==> src/rtl/uatx_pkg.sv <==
package uatx_pkg;
    localparam int FRAME_BITS = 11;
    localparam int BIT_IDX_W  = $clog2(FRAME_BITS);

    typedef logic [7:0]            byte_t;
    typedef logic [FRAME_BITS-1:0] frame_t;

    // Parity bit that makes data plus parity hold an odd count of ones.
    function automatic logic odd_parity(input byte_t d);
        return ~(^d);
    endfunction

    // Builds the frame, least significant bit first on the line.
    function automatic frame_t build_frame(input byte_t d);
        return {1'b1, odd_parity(d), d, 1'b0};
    endfunction
endpackage

==> src/rtl/uatx_baud_gen.sv <==
module uatx_baud_gen #(
    parameter int CLKS_PER_BIT = 5208
) (
    input  logic clk,
    input  logic rst_n,
    input  logic run_i,
    output logic tick_o
);
    localparam int CNT_W = (CLKS_PER_BIT > 1) ? $clog2(CLKS_PER_BIT) : 1;
    localparam logic [CNT_W-1:0] CNT_MAX = CNT_W'(CLKS_PER_BIT - 1);

    typedef struct packed {
        logic [CNT_W-1:0] cnt;
    } baud_state_t;

    baud_state_t st_d, st_q;
    logic        at_max;

    always_comb begin
        st_d   = st_q;
        at_max = (st_q.cnt == CNT_MAX);
        tick_o = run_i && at_max;
        if (!run_i || at_max) begin
            st_d.cnt = '0;
        end else begin
            st_d.cnt = st_q.cnt + 1'b1;
        end
    end

    always_ff @(posedge clk or negedge rst_n) begin
        if (!rst_n) begin
            st_q <= '0;
        end else begin
            st_q <= st_d;
        end
    end
endmodule

==> src/rtl/uatx_hold_buf.sv <==
module uatx_hold_buf
    import uatx_pkg::*;
(
    input  logic  clk,
    input  logic  rst_n,
    input  logic  wr_en_i,
    input  byte_t wr_data_i,
    input  logic  take_i,
    output byte_t data_o,
    output logic  full_o
);
    typedef struct packed {
        logic  full;
        byte_t data;
    } hold_state_t;

    hold_state_t st_d, st_q;

    always_comb begin
        st_d = st_q;
        if (wr_en_i) begin
            // A new write wins over a take in the same cycle and replaces any pending byte.
            st_d.full = 1'b1;
            st_d.data = wr_data_i;
        end else if (take_i) begin
            st_d.full = 1'b0;
        end
    end

    always_ff @(posedge clk or negedge rst_n) begin
        if (!rst_n) begin
            st_q <= '0;
        end else begin
            st_q <= st_d;
        end
    end

    assign data_o = st_q.data;
    assign full_o = st_q.full;

    assert_write_replaces_R8: assert property (@(posedge clk) disable iff (!rst_n)
        wr_en_i |=> (full_o && data_o == $past(wr_data_i)));

    assert_held_until_taken_R7: assert property (@(posedge clk) disable iff (!rst_n)
        (full_o && !take_i && !wr_en_i) |=> (full_o && $stable(data_o)));
endmodule

==> src/rtl/uatx_shifter.sv <==
module uatx_shifter
    import uatx_pkg::*;
(
    input  logic  clk,
    input  logic  rst_n,
    input  logic  tick_i,
    input  logic  avail_i,
    input  byte_t avail_data_i,
    output logic  take_o,
    output logic  busy_o,
    output logic  tx_o
);
    localparam logic [BIT_IDX_W-1:0] LAST_IDX = BIT_IDX_W'(FRAME_BITS - 1);

    typedef struct packed {
        logic                 busy;
        logic [BIT_IDX_W-1:0] idx;
        frame_t               shreg;
    } shift_state_t;

    shift_state_t st_d, st_q;
    logic         on_last;
    logic         frame_done;
    logic         free_slot;

    always_comb begin
        st_d       = st_q;
        on_last    = (st_q.idx == LAST_IDX);
        frame_done = st_q.busy && tick_i && on_last;
        free_slot  = !st_q.busy || frame_done;
        take_o     = free_slot && avail_i;
        if (take_o) begin
            st_d.busy  = 1'b1;
            st_d.idx   = '0;
            st_d.shreg = build_frame(avail_data_i);
        end else if (st_q.busy && tick_i) begin
            if (on_last) begin
                st_d.busy  = 1'b0;
                st_d.idx   = '0;
                st_d.shreg = '1;
            end else begin
                st_d.idx   = st_q.idx + 1'b1;
                st_d.shreg = {1'b1, st_q.shreg[FRAME_BITS-1:1]};
            end
        end
    end

    always_ff @(posedge clk or negedge rst_n) begin
        if (!rst_n) begin
            st_q.busy  <= 1'b0;
            st_q.idx   <= '0;
            st_q.shreg <= '1;
        end else begin
            st_q <= st_d;
        end
    end

    assign busy_o = st_q.busy;
    assign tx_o   = st_q.shreg[0];

    assert_idle_line_high_R10: assert property (@(posedge clk) disable iff (!rst_n)
        !busy_o |-> tx_o);

    assert_bit_held_R5: assert property (@(posedge clk) disable iff (!rst_n)
        (busy_o && !tick_i) |=> $stable(tx_o));

    assert_no_gap_R9: assert property (@(posedge clk) disable iff (!rst_n)
        (busy_o && tick_i && on_last && avail_i) |=> (busy_o && !tx_o));

    assert_start_first_R3: assert property (@(posedge clk) disable iff (!rst_n)
        take_o |=> !tx_o);
endmodule

==> src/rtl/uatx_top.sv <==
module uatx_top
    import uatx_pkg::*;
#(
    parameter int CLK_HZ = 50_000_000,
    parameter int BAUD   = 9600
) (
    input  logic       clk,
    input  logic       rst_n,
    input  logic       wr_en,
    input  logic [7:0] wr_data,
    output logic       tx_out,
    output logic [2:0] status
);
    localparam int CLKS_PER_BIT = CLK_HZ / BAUD;

    logic  tick;
    logic  take;
    logic  busy;
    logic  held;
    byte_t held_data;

    uatx_baud_gen #(
        .CLKS_PER_BIT(CLKS_PER_BIT)
    ) baud_i (
        .clk    (clk),
        .rst_n  (rst_n),
        .run_i  (busy),
        .tick_o (tick)
    );

    uatx_hold_buf hold_i (
        .clk       (clk),
        .rst_n     (rst_n),
        .wr_en_i   (wr_en),
        .wr_data_i (wr_data),
        .take_i    (take),
        .data_o    (held_data),
        .full_o    (held)
    );

    uatx_shifter shift_i (
        .clk          (clk),
        .rst_n        (rst_n),
        .tick_i       (tick),
        .avail_i      (held),
        .avail_data_i (held_data),
        .take_o       (take),
        .busy_o       (busy),
        .tx_o         (tx_out)
    );

    assign status = {!held, !busy, 1'b0};

    assert_auto_move_R6: assert property (@(posedge clk) disable iff (!rst_n)
        (!status[2] && status[1]) |=> !status[1]);

    assert_buffer_waits_R7: assert property (@(posedge clk) disable iff (!rst_n)
        (!status[2] && !status[1] && !tick && !wr_en) |=> !status[2]);
endmodule

==> config.mk <==
export PLATFORM = sky130hd
export DESIGN_NAME = uatx_top
export DESIGN_NICKNAME = d
export VERILOG_FILES = /design/src/rtl/uatx_pkg.sv /design/src/rtl/uatx_baud_gen.sv /design/src/rtl/uatx_hold_buf.sv /design/src/rtl/uatx_shifter.sv /design/src/rtl/uatx_top.sv
export SDC_FILE = /design/constraint.sdc
export NUM_CORES = 1
export LEC_CHECK = 0
export ABC_CLOCK_PERIOD_IN_PS = 2100
export BUFFER_PORTS_ARGS = -buffer_cell sky130_fd_sc_hd__buf_2
export CAP_MARGIN = 20
export CORE_MARGIN = 2
export CORE_UTILIZATION = 61
export CTS_BUF_LIST = sky130_fd_sc_hd__clkbuf_4 sky130_fd_sc_hd__clkbuf_8
export DETAILED_ROUTE_END_ITERATION = 10
export PLACE_DENSITY = 0.81
export SLEW_MARGIN = 20
export SYNTH_ARGS = -nofsm -noshare
export SYNTH_HDL_FRONTEND = slang
export SYNTH_SLANG_ARGS = --single-unit
==> constraint.sdc <==
create_clock -name clk -period 2.1 [get_ports clk]
set_clock_uncertainty 0.05 [all_clocks]
set_input_delay 0.315 -clock clk [delete_from_list [all_inputs] [get_ports clk]]
set_output_delay 0.315 -clock clk [all_outputs]
set_load 0.005 [all_outputs]
==> out/results.tsv <==
stage	metric	value	unit
worst_setup_path	critPathSlowestCell	dfrtp_1	
synth	synthAdderAreaFrac	2.00	%
clock_network	cts_setup_buffers	0	
synth	synthArstFlopShare	100	%
job	maxCapViolations	0	
layout	final_layout_size_suffix_gt1_share	23.6	%
worst_setup_path	arrival	2.05	ns
worst_setup_path	critPathBufInv	0	
layout	num_antenna_cells	0	
synth	synth_edf_count	0	
detailed_routing	route.vias.total	1429	
floorplanning	fp-row-count	20	
layout	final_nets	212	
global_route	grt_pass1_wl	6.36	mm
detailed_routing	first_iter_violations	45	
worst_setup_path	critPathMaxFanout	10	
synth	synth-seq-area-share	49.9	%
floorplanning	die_area	0.00354	mm2
synth	synth_top_family_by_area	simple AND/OR/NAND/NOR gates	
detailed_routing	vias_per_cell	6.16	
timing	fin_crit_sh	87.9	%
synth	netlist_instances	186	
placement	place.gp.congestion	0.808	
synth	synth_xor_area_share	6.52	%
synth	synth_area_leader_cell	dfrtp_1	
synth	synth_ff_type	dfrtp_1	
placement	portBuffers	13	
synth	yosys-top-cells-area	dfrtp_1 (36%), dfstp_2 (14%), xnor2_1 (5.1%)	
placement	place_ws	0.267	ns
global_route	grt_max_degree	38	
clock_network	cts_tree	built	
timing	tightest_slew	0.780	ns
worst_setup_path	cp_top_family	simple AND/OR/NAND/NOR gates	
clock_network	clockBufferDepth	2	
timing	rsz0062_at_grt	no	
timing	timing.fmax	0.541	GHz
layout	layout.cells.most_common	dfrtp_1	
global_route	track_usage	24.1	%
layout	final_cell_mix	dfrtp_1 (27), nor2_1 (20), nand3_1 (16), buf_2 (13), xnor2_1 (11)	
synth	muxShareOfSynthArea	5.86	%
layout	syn_to_final_growth	10.5	%
floorplanning	die_height	59.5	um
worst_setup_path	startpoint_type	flip-flop	
floorplanning	initial_utilization	62.6	%
timing	final_max_slew_viol_count	0	
synth	synthesis.area	0.00188	mm2
placement	dp.cells	224	
clock_network	clkTransAtPathRegs	0.12	ns
power_and_ir_drop	power_leakage	0.886	nW
clock_network	htree_levels	2	
worst_setup_path	setup.worst_path.class	reg2reg	
clock_network	cts_made_buffers	5	
placement	dp_hpwl	2.54	mm
worst_setup_path	critical_path.endpoint_type	flip-flop	
detailed_routing	ant_nets	0	
detailed_routing	post-route-drc-count	0	
clock_network	cts_hold_buf	0	
timing	worst_slack	0.253	ns
hold_path	min_path_type	in2async	
global_route	first_global_vias	1435	
synth	syn_nets	200	
timing	finalCriticalPeriod	1.85	ns
clock_network	cts.sinks	37	
global_route	overflow	0	
worst_setup_path	path_cells	ha_1 -> and4b_1 -> nand4_1 -> and2_1 -> o31ai_1	
power_and_ir_drop	ir_drop	0.000438	V
synth	synth_top_area_share	36.0	%
timing	final.setup.tns	0	ns
floorplanning	io_pins	15	
synth	synth_warnings	0	
detailed_routing	wl_per_cell	15.2	um
global_route	antenna_found_initial	0	
timing	hold_viol_final	27	
worst_setup_path	crit_required	2.31	ns
floorplanning	core_area	0.00300	mm2
clock_network	clkLatencyLatePin	0.36	ns
floorplanning	die_w	59.5	um
power_and_ir_drop	cellPowerDensity	725	mW/mm2
synth	synth_compound_area_share	12.2	%
detailed_routing	finalWirelength	3.52	mm
synth	synth.distinct_cells	38	
detailed_routing	dr.pass1.iters	4	
clock_network	post_cts_resize_count	0	
worst_setup_path	cpPeakStageDelay	0.41	ns
timing	hold_slack	-0.0311	ns
timing	setup_viol	0	
synth	postSynthAreaPerCell	10.1	um2
clock_network	root_buffer	clkbuf_4	
outcome	status	complete, but fails checks	
synth	synthSimpleGateAreaFrac	19.4	%
layout	final_cell_count_no_fill	232	
synth	synth-seq-cells	37	
outcome	violations	negative hold slack	
timing	slew-limit-headroom	48.0	%
[sequential cells by signal, summed over array words and instances, names as in the netlist]
signal and count:
shift_i.tx_o 1, baud_i.st_q 13, shift_i.busy_o 1, hold_i.full_o 1, shift_i.st_q 13, hold_i.data_o 8
[power by group]
group | internal, W | total [W] | switching (W)
combinational | 0.0000618 | 0.000114 | 0.0000521
clock | 0.000368 | 0.000613 | 0.000245
sequential | 0.000755 | 0.000780 | 0.0000242
[kinds of logic after synthesis]
group | after synthesis
adder cells (fa/ha/maj) | 3
multiplexers | 10
XOR/XNOR | 14
AND/OR/NAND/NOR | 69
flip-flops | 37
AO/OA/AOI/OAI | 34
buffers and inverters | 18
other | 1
[synth_stat cells, types with 3 or more instances]
cell type	instances
a211oi_1	8
a21oi_1	5
clkbuf_1	9
dfrtp_1	27
dfstp_2	10
ha_1	3
inv_1	6
mux2_2	8
nand2_1	8
nand3_1	16
nand4_1	4
nor2_1	20
nor4_1	3
o21ai_0	6
o31ai_1	10
or3_1	4
xnor2_1	11
xor2_1	3
[worst reg2reg max path: stages (launching register included)]
cell	delay, ns
dfrtp_1	0.41
ha_1	0.24
and4b_1	0.31
nand4_1	0.13
and2_1	0.31
o31ai_1	0.30
[worst paths after layout]
check                                startpoint               end  slack [ns]  depth (start not counted)
worst max-delay path             baud_i.st_q[0]   shift_i.st_q[6]        0.25                          5
worst min-delay path                      rst_n    baud_i.st_q[7]       -0.03                          1
worst max register to register   baud_i.st_q[0]   shift_i.st_q[6]        0.25                          5
worst min register to register  shift_i.st_q[7]   shift_i.st_q[7]        0.44                          2
max in group asynchronous                 rst_n  hold_i.data_o[4]        1.53                          1
min in group clk                     wr_data[1]  hold_i.data_o[1]        0.14                          2
[metal layers]
metal | vias up | wire, um | share of wire [%] | global-route usage (%)
li1 | 686 | - | - | -
met1 | 692 | 1510 | 43 | 29.5
met2 | 41 | 1730 | 49 | 39.1
met3 | 10 | 193 | 5.5 | 6.77
met4 | 0 | 86 | 2.4 | 11.7
met5 | - | 0 | 0 | 0
[area by class of cell]
type	count	area, um2
well taps	33	41.3
flip-flops and latches	37	938
clock inverters	3	65.1
fillers	229	926
multi-input cells	131	877
inverters	6	22.5
clock buffers	5	37.5
repair buffers	17	95.1
[per-stage QoR]
stage	utilization (%)	power, W	cell area, um2
6_report	69.2	0.00151	2080
5_1_grt	69.2	0.00156	2080
4_1_cts	68.9	0.00151	2070
3_5_place_dp	65.5	0.000910	1970
3_3_place_gp	65.5	0.000901	1970
2_1_floorplan	-	0.000872	1880
No activity file was read; power rests on OpenSTA's default activity.
